**src/rtl/alarm_timer_pkg.sv**
```systemverilog
package alarm_timer_pkg;

    localparam int SLOT_W = 3;

    // per-timer slots
    localparam logic [SLOT_W-1:0] OFS_CFG     = 3'd0;
    localparam logic [SLOT_W-1:0] OFS_ALM_LO  = 3'd1;
    localparam logic [SLOT_W-1:0] OFS_ALM_HI  = 3'd2;
    localparam logic [SLOT_W-1:0] OFS_RLD_LO  = 3'd3;
    localparam logic [SLOT_W-1:0] OFS_RLD_HI  = 3'd4;
    localparam logic [SLOT_W-1:0] OFS_CMD     = 3'd5;
    localparam logic [SLOT_W-1:0] OFS_SNAP_LO = 3'd6;
    localparam logic [SLOT_W-1:0] OFS_SNAP_HI = 3'd7;

    // shared interrupt slots
    localparam logic [SLOT_W-1:0] SH_ENA_SET = 3'd0;
    localparam logic [SLOT_W-1:0] SH_ENA_CLR = 3'd1;
    localparam logic [SLOT_W-1:0] SH_RAW_CLR = 3'd2;
    localparam logic [SLOT_W-1:0] SH_RAW     = 3'd3;
    localparam logic [SLOT_W-1:0] SH_ENA     = 3'd4;
    localparam logic [SLOT_W-1:0] SH_PEND    = 3'd5;

    // bit positions
    localparam int CFG_RUN  = 0;
    localparam int CFG_AUTO = 1;
    localparam int CFG_ARM  = 2;
    localparam int CFG_W    = 3;
    localparam int CMD_SNAP = 0;
    localparam int CMD_LOAD = 1;

endpackage

```
**src/rtl/timer_channel.sv**
```systemverilog
module timer_channel
    import alarm_timer_pkg::*;
#(
    parameter int WORD_W = 32
) (
    input  logic                 clk,
    input  logic                 rst_n,
    input  logic                 wr_sel,
    input  logic [SLOT_W-1:0]    wr_ofs,
    input  logic [WORD_W-1:0]    wr_data,
    output logic [CFG_W-1:0]     cfg_o,
    output logic [2*WORD_W-1:0]  cnt_o,
    output logic [2*WORD_W-1:0]  alarm_o,
    output logic [2*WORD_W-1:0]  reload_o,
    output logic [2*WORD_W-1:0]  snap_o,
    output logic                 hit_o
);
    localparam int CNT_W = 2 * WORD_W;

    typedef struct packed {
        logic             run;
        logic             auto_rld;
        logic             arm;
        logic [CNT_W-1:0] cnt;
        logic [CNT_W-1:0] alarm;
        logic [CNT_W-1:0] reload;
        logic [CNT_W-1:0] snap;
    } chan_st_t;

    chan_st_t st_d, st_q;
    logic     hit;

    always_comb begin
        st_d = st_q;
        hit  = st_q.arm && (st_q.cnt == st_q.alarm);

        if (st_q.run) begin
            st_d.cnt = st_q.cnt + CNT_W'(1);
        end

        // alarm: one-shot disarm, optional restart from reload
        if (hit) begin
            st_d.arm = 1'b0;
            if (st_q.auto_rld) begin
                st_d.cnt = st_q.reload;
            end
        end

        // register writes take priority over the automatic updates
        if (wr_sel) begin
            case (wr_ofs)
                OFS_CFG: begin
                    st_d.run      = wr_data[CFG_RUN];
                    st_d.auto_rld = wr_data[CFG_AUTO];
                    st_d.arm      = wr_data[CFG_ARM];
                end
                OFS_ALM_LO: st_d.alarm[WORD_W-1:0]      = wr_data;
                OFS_ALM_HI: st_d.alarm[CNT_W-1:WORD_W]  = wr_data;
                OFS_RLD_LO: st_d.reload[WORD_W-1:0]     = wr_data;
                OFS_RLD_HI: st_d.reload[CNT_W-1:WORD_W] = wr_data;
                OFS_CMD: begin
                    if (wr_data[CMD_SNAP]) st_d.snap = st_q.cnt;
                    if (wr_data[CMD_LOAD]) st_d.cnt  = st_q.reload;
                end
                default: ;
            endcase
        end
    end

    always_ff @(posedge clk or negedge rst_n) begin
        if (!rst_n) st_q <= '0;
        else        st_q <= st_d;
    end

    assign cfg_o    = {st_q.arm, st_q.auto_rld, st_q.run};
    assign cnt_o    = st_q.cnt;
    assign alarm_o  = st_q.alarm;
    assign reload_o = st_q.reload;
    assign snap_o   = st_q.snap;
    assign hit_o    = hit;

endmodule

```
**src/rtl/irq_block.sv**
```systemverilog
module irq_block #(
    parameter int NB = 3
) (
    input  logic          clk,
    input  logic          rst_n,
    input  logic [NB-1:0] set_i,
    input  logic          ena_set_we,
    input  logic          ena_clr_we,
    input  logic          raw_clr_we,
    input  logic [NB-1:0] mask_i,
    output logic [NB-1:0] raw_o,
    output logic [NB-1:0] ena_o,
    output logic [NB-1:0] pend_o,
    output logic          irq_o
);
    typedef struct packed {
        logic [NB-1:0] raw;
        logic [NB-1:0] ena;
    } irq_st_t;

    irq_st_t st_d, st_q;

    always_comb begin
        st_d = st_q;
        // set beats clear when both land in one cycle
        if (raw_clr_we) st_d.raw = st_q.raw & ~mask_i;
        st_d.raw = st_d.raw | set_i;
        if (ena_set_we) st_d.ena = st_q.ena | mask_i;
        if (ena_clr_we) st_d.ena = st_q.ena & ~mask_i;
    end

    always_ff @(posedge clk or negedge rst_n) begin
        if (!rst_n) st_q <= '0;
        else        st_q <= st_d;
    end

    assign raw_o  = st_q.raw;
    assign ena_o  = st_q.ena;
    assign pend_o = st_q.raw & st_q.ena;
    assign irq_o  = |pend_o;

endmodule

```
**src/rtl/alarm_timer_pair.sv**
```systemverilog
module alarm_timer_pair
    import alarm_timer_pkg::*;
#(
    parameter int N_TMR  = 2,
    parameter int WORD_W = 32,
    parameter int ADDR_W = $clog2(N_TMR * 8 + 8)
) (
    input  logic              clk,
    input  logic              rst_n,
    input  logic              wr_en,
    input  logic [ADDR_W-1:0] wr_addr,
    input  logic [WORD_W-1:0] wr_data,
    input  logic [ADDR_W-1:0] rd_addr,
    output logic [WORD_W-1:0] rd_data,
    input  logic              wdt_irq_i,
    output logic              irq_o,
    output logic [N_TMR:0]    irq_vec_o
);
    localparam int CNT_W = 2 * WORD_W;
    localparam int NB    = N_TMR + 1;
    localparam int IDX_W = ADDR_W - SLOT_W;

    logic [IDX_W-1:0]  wr_idx, rd_idx;
    logic [SLOT_W-1:0] wr_ofs, rd_ofs;

    assign wr_idx = wr_addr[ADDR_W-1:SLOT_W];
    assign wr_ofs = wr_addr[SLOT_W-1:0];
    assign rd_idx = rd_addr[ADDR_W-1:SLOT_W];
    assign rd_ofs = rd_addr[SLOT_W-1:0];

    logic [N_TMR-1:0][CFG_W-1:0] cfg_w;
    logic [N_TMR-1:0][CNT_W-1:0] cnt_w, alm_w, rld_w, snap_w;
    logic [N_TMR-1:0]            hit_w, arm_w, auto_w;
    logic [NB-1:0]               raw_w, ena_w, pend_w;

    for (genvar t = 0; t < N_TMR; t++) begin : g_chan
        logic sel;
        assign sel      = wr_en && (wr_idx == IDX_W'(t));
        assign arm_w[t]  = cfg_w[t][CFG_ARM];
        assign auto_w[t] = cfg_w[t][CFG_AUTO];

        timer_channel #(.WORD_W(WORD_W)) u_chan (
            .clk      (clk),
            .rst_n    (rst_n),
            .wr_sel   (sel),
            .wr_ofs   (wr_ofs),
            .wr_data  (wr_data),
            .cfg_o    (cfg_w[t]),
            .cnt_o    (cnt_w[t]),
            .alarm_o  (alm_w[t]),
            .reload_o (rld_w[t]),
            .snap_o   (snap_w[t]),
            .hit_o    (hit_w[t])
        );
    end

    logic sh_sel;
    assign sh_sel = wr_en && (wr_idx == IDX_W'(N_TMR));

    irq_block #(.NB(NB)) u_irq (
        .clk        (clk),
        .rst_n      (rst_n),
        .set_i      ({wdt_irq_i, hit_w}),
        .ena_set_we (sh_sel && (wr_ofs == SH_ENA_SET)),
        .ena_clr_we (sh_sel && (wr_ofs == SH_ENA_CLR)),
        .raw_clr_we (sh_sel && (wr_ofs == SH_RAW_CLR)),
        .mask_i     (wr_data[NB-1:0]),
        .raw_o      (raw_w),
        .ena_o      (ena_w),
        .pend_o     (pend_w),
        .irq_o      (irq_o)
    );

    assign irq_vec_o = pend_w;

    always_comb begin
        rd_data = '0;
        for (int t = 0; t < N_TMR; t++) begin
            if (rd_idx == IDX_W'(t)) begin
                case (rd_ofs)
                    OFS_CFG:     rd_data = WORD_W'(cfg_w[t]);
                    OFS_ALM_LO:  rd_data = alm_w[t][WORD_W-1:0];
                    OFS_ALM_HI:  rd_data = alm_w[t][CNT_W-1:WORD_W];
                    OFS_RLD_LO:  rd_data = rld_w[t][WORD_W-1:0];
                    OFS_RLD_HI:  rd_data = rld_w[t][CNT_W-1:WORD_W];
                    OFS_SNAP_LO: rd_data = snap_w[t][WORD_W-1:0];
                    OFS_SNAP_HI: rd_data = snap_w[t][CNT_W-1:WORD_W];
                    default:     rd_data = '0;
                endcase
            end
        end
        if (rd_idx == IDX_W'(N_TMR)) begin
            case (rd_ofs)
                SH_RAW:  rd_data = WORD_W'(raw_w);
                SH_ENA:  rd_data = WORD_W'(ena_w);
                SH_PEND: rd_data = WORD_W'(pend_w);
                default: rd_data = '0;
            endcase
        end
    end

endmodule

```
**config.mk**
```make
export PLATFORM = sky130hd
export DESIGN_NAME = alarm_timer_pair
export DESIGN_NICKNAME = d
export VERILOG_FILES = /design/src/rtl/alarm_timer_pkg.sv /design/src/rtl/timer_channel.sv /design/src/rtl/irq_block.sv /design/src/rtl/alarm_timer_pair.sv
export SDC_FILE = /design/constraint.sdc
export NUM_CORES = 1
export LEC_CHECK = 0
export CORE_MARGIN = 4
export CORE_UTILIZATION = 54
export DETAILED_ROUTE_END_ITERATION = 8
export HOLD_SLACK_MARGIN = 0.1
export MAX_ROUTING_LAYER = met4
export PLACE_DENSITY = 0.71
export RECOVER_POWER = 50
export SYNTH_ARGS = -nofsm -noshare
export SYNTH_HDL_FRONTEND = slang
export SYNTH_SLANG_ARGS = --single-unit
```
**constraint.sdc**
```tcl
create_clock -name clk -period 5.9 [get_ports clk]
set_input_delay 1.18 -clock clk [delete_from_list [all_inputs] [get_ports clk]]
set_output_delay 1.18 -clock clk [all_outputs]
set_load 0.01 [all_outputs]
```
After elaboration in Yosys (flattened, before gate mapping)
Index checks and enable logic that the tools add are counted.

Register bits: 524. Word-level logic and storage cells: 107. Output and inout bits: 36. Bits of input ports: 46.

Equal/unequal tests: 18. Mux-type cells: 35. Bitwise operators: 6. Add/sub/neg operators: 2. Reductions and logical operators: 26.

Operators with widths (number): $mux W64 (12); $mux W257 (2); $pmux W32 S7 (2); $mux W32 (11); $mux W65 (2); $add A64 B1 Y64 const B (2); $eq A64 B64 Y1 (2); $reduce_and A2 Y1 (10); $eq A3 B3 Y1 const B (6); $eq A3 B2 Y1 const B (4); $and A3 B3 Y3 (3); $mux W3 (3); $pmux W3 S3 (1); $logic_and A1 B1 Y1 (8); $eq A3 B1 Y1 const B (2); $logic_not A3 Y1 (2); $or A3 B3 Y3 (2); $reduce_and A3 Y1 (2); $eq A2 B1 Y1 const B (2); $eq A2 B2 Y1 const B (2); $logic_not A2 Y1 (2); $not A3 Y3 (1); $reduce_or A3 Y1 (1); $mux W1 (2); $reduce_bool A2 Y1 (1).

Logic depth before layout (Yosys ltp)
Depth in word-level cells: 7. Depth in mapped cells: 9. Mapped depth without buffers: 7.

Modules after synthesis
From an unflattened synthesis, not the netlist that was laid out.

Cells, all modules: 2164. Area, all modules: 27737.9 um2.

By module, submodules not included: timer_channel (area each 11965.2 um2, times used 2, seq. area each 6481.2 um2, cells an instance 874); alarm_timer_pair (area each 3558.4 um2, times used 1, seq. area each 0.0 um2, cells an instance 393); irq_block (area each 249.0 um2, times used 1, seq. area each 150.1 um2, cells an instance 23).

Least setup slack after synthesis
OpenSTA, ideal clock, no wires.

Kind: input to output. From: input port rd_addr[2]. To: output port rd_data[15]. Slack: 2.057 ns. Stages: 7. Arrival: 2.663 ns. Data required time: 4.720 ns. Path buffers: 3. Path through: clkbuf_1 > nor3b_1 > clkbuf_1 > buf_1 > a22oi_1 > nand3_1 > o2bb2ai_1.

Cells in the longest elaborated chain, start to end: 5. Elaborated cells on any way between the ends: 12. Those cells by class: eq/ne: 6; mux: 5; reduce/logical: 1.

RTL lines: from (decl) (line alarm_timer_pair.sv:13) `input logic [ADDR_W-1:0] rd_addr,`; $eq A3 B3 Y1, or another cell as far along (line alarm_timer_pair.sv:80) `case (rd_ofs)`; $pmux W32 S7 (line alarm_timer_pair.sv:80); $mux W32 (line alarm_timer_pair.sv:79) `if (rd_idx == IDX_W'(t)) begin`; $mux W32 (*) (line alarm_timer_pair.sv:79); $mux W32 (*) (line alarm_timer_pair.sv:92) `if (rd_idx == IDX_W'(N_TMR)) begin`; to (decl) (line alarm_timer_pair.sv:14) `output logic [WORD_W-1:0] rd_data,`.

Mark *: on every way between the ends. The rest lies on a longest branch, timed or not.

Final worst setup path
From: input port rd_addr[1]. To: output port rd_data[10].

The elaborated chain is that of the path after synthesis.

==> metrics <==
post-synthesis sequential area ratio about half; vias 18500; fmax approximately 190 MHz; Initial DRC Count about 1800; Fillers between 3000 and 4000; minimum clock period after layout around 5.2 ns; most used cell, CP clkdlybuf4s50_1; DP Area 0.0281 mm2; first drt pass iteration count 5; # DRC 0; Diodes inserted 0; Global Route Usage Sum a little under a third; CTS buffer count 55; failing checks capacitance limit, slew limit; PostCTS Resize Cnt 0; register clock-pin slew on the reported worst setup and hold paths 0.06 ns; Worst-Skew Late Latency slightly above 0.6 ns; final hold violation count 0; share of post-route cells with drive strength above 1 29.3%; CORE AREA slightly below 0.05 mm2; final period utilization between 80% and 90%; CTS max path bufs 3; CP top delay family buffers and inverters; final setup TNS 0 ns; number of global-route vias before repair between 15000 and 20000; Worst setup EP type output port; initial antenna violation count 1; ys async rst share 100%; CTS tree yes; worst slew pin tran 4.15 ns; largest net degree at the start of global routing a little under 200; gp weighted congestion 0.962; syn nets 2194; slew margin rel. -176%; CP max stage cell clkdlybuf4s50_1; fin. max-slew vios about 130; unrepaired setup endpoints after global routing false; power per cell area around 320 mW/mm2; Peak VDD IR ~250 uV; first-pass GRT wire length ~120000 um; Avg WL per Cell 27.5 um; Detailed Place HPWL 53000 um; Die ar. ~0.053 mm2; top cell type by total area after synthesis dfrtp_1; setup violators final 0; area grow syn2layout 11.9%; Hold Buf Count CTS 0; die height ~230 um; Hold WS around 0.5 ns; top post-synthesis cells by count dfrtp_1, mux2_2, a22oi_1, xor2_1, mux2_4; CP Cell Sequence clkdlybuf4s50_1 > nand2_1 > nor2_4 > buf_12 > a22oi_1 > a31oi_1 > a21o_1 > clkdlybuf4s50_1; Leak Pwr between 10 and 15 nW; Syn. warnings 0; I/O pin count 82; Synth cell types 53; Gate Count Post-Synth between 2000 and 2500; Vias/cell around 6.4; H-tree depth 2; Root Driver clkbuf_16; CP Buf/Inv Count 3; remaining antenna violation count 0; number of port buffers 81; nets between 2000 and 2500; Core Util, Final approximately 61%; most frequent cell after synthesis dfrtp_1; Overflow after GRT 0; arrival time of the worst setup path between 4 and 5 ns; largest cells by area after synthesis dfrtp_1, mux2_2, mux2_4, xor2_1, a22oi_1; chip width between 200 and 250 um; Crit path largest cell delay about 0.77 ns; status finished with violations; Worst Path Required roughly 4.7 ns; Initial Utilization 54.5%; routed wire length just under 80000 um; std cell rows slightly above 80; Avg Inst Size Synth 12.4 um2; Post-Syn Area 0.0266 mm2; Setup CP Type input port to output port; Post-synth EDFFs 0; CTS Sinks approximately 520; post-synth top area share between 40% and 50%; CP Launch Type input port; max_cap viols 3; post-CTS setup buffers 0; worst clock skew ~0.026 ns; Hold Path Class register to register; Seq cells post-synth about 520; crit path max fanout 29; post-route cell area roughly 0.030 mm2; top_reg_cell synth dfrtp_1
## metal layers
metal	vias up	global-route usage (%)	wire [um]	share of wire (%)
li1	7908	-	-	-
met1	9513	41.6	32600	41
met2	867	46.5	36500	46
met3	197	5.10	6580	8.3
met4	0	11.9	3490	4.4
met5	-	-	0	0
## cell usage in the layout, fill, tap and decap left out, types with 14 or more instances in the layout
master,instances
a21o_1,29
a22oi_1,176
a31oi_1,26
and3_1,20
buf_4,26
clkbuf_16,57
clkdlybuf4s50_1,78
dfrtp_1,524
inv_1,27
mux2_2,390
mux2_4,111
mux2i_1,14
nand2_1,79
nand3_1,69
nand4_1,60
nor2_1,46
nor3_1,26
nor4_1,47
o21ai_0,17
xnor2_1,80
xor2_1,174
## metrics by stage
step / std cells / power, mW / setup WS, ns
2_1_floorplan: 2146 / 5.49 / 2.06
3_5_place_dp: 2788 / 6.18 / 0.737
5_1_grt: 2882 / 9.98 / 0.587
6_report: 2882 / 9.63 / 0.663
4_1_cts: 2882 / 9.64 / 0.730
3_3_place_gp: 2788 / 6.13 / 0.782
## power by group
group,internal (mW),switching (mW)
logic,0.750,0.744
registers,4.08,0.580
clock network,2.02,1.45
## worst register-to-register path: cells and delay by family, from the launching register on
| kind | cells | cell delay (ns) |
|---|---|---|
| and+or+nand+nor | 3 | 1.47 |
| DFF | 1 | 0.55 |
| buffers and inverters | 1 | 0.45 |
| AOI/OAI and AO/OA | 1 | 0.42 |
| muxes | 1 | 0.40 |
| xor gates and xnor gates | 1 | 0.25 |
## logic make-up after synthesis
logic type | after synthesis | synth area share (%)
AOI/OAI and AO/OA | 279 | 7.64
adders and majority gates | 2 | 0.0939
DFF | 524 | 49.2
muxes | 518 | 23.5
buffers and inverters | 166 | 2.95
xor gates and xnor gates | 254 | 8.35
and+or+nand+nor | 403 | 8.20
## path summary, 6_finish.rpt
kind | depth (start not counted) | end | startpoint | slack, ns
min in group asynchronous | 1 | g_chan[0].u_chan.snap_o[32] | rst_n | 2.28
max | 8 | rd_data[10] | rd_addr[1] | 0.66
min | 1 | g_chan[0].u_chan.snap_o[2] | g_chan[0].u_chan.snap_o[2] | 0.50
max in group asynchronous | 2 | g_chan[1].u_chan.alarm_o[53] | rst_n | 1.21
max reg2reg | 7 | g_chan[1].u_chan.cnt_o[52] | g_chan[1].u_chan.cnt_o[19] | 2.24
min reg2reg | 1 | g_chan[0].u_chan.snap_o[2] | g_chan[0].u_chan.snap_o[2] | 0.50
## sequential cells by signal, summed over array words and instances (netlist names), named ones only
name and count:
g_chan.u_chan.alarm_o 128, g_chan.u_chan.cnt_o 128, g_chan.u_chan.reload_o 128, g_chan.u_chan.snap_o 128, g_chan.u_chan.cfg_o 6, u_irq.raw_o 3
## layout make-up
type | instances | area, um2 | share of cell area (%)
sequential | 524 | 13100 | 44.0
timing repair buffer | 117 | 1190 | 3.99
inverter | 27 | 101 | 0.340
clock buffer | 76 | 1580 | 5.29
multi-input combinational | 1456 | 12800 | 42.9
clock inverter | 18 | 196 | 0.659
tap | 664 | 831 | 2.79
(Power assumes the default switching activity.)
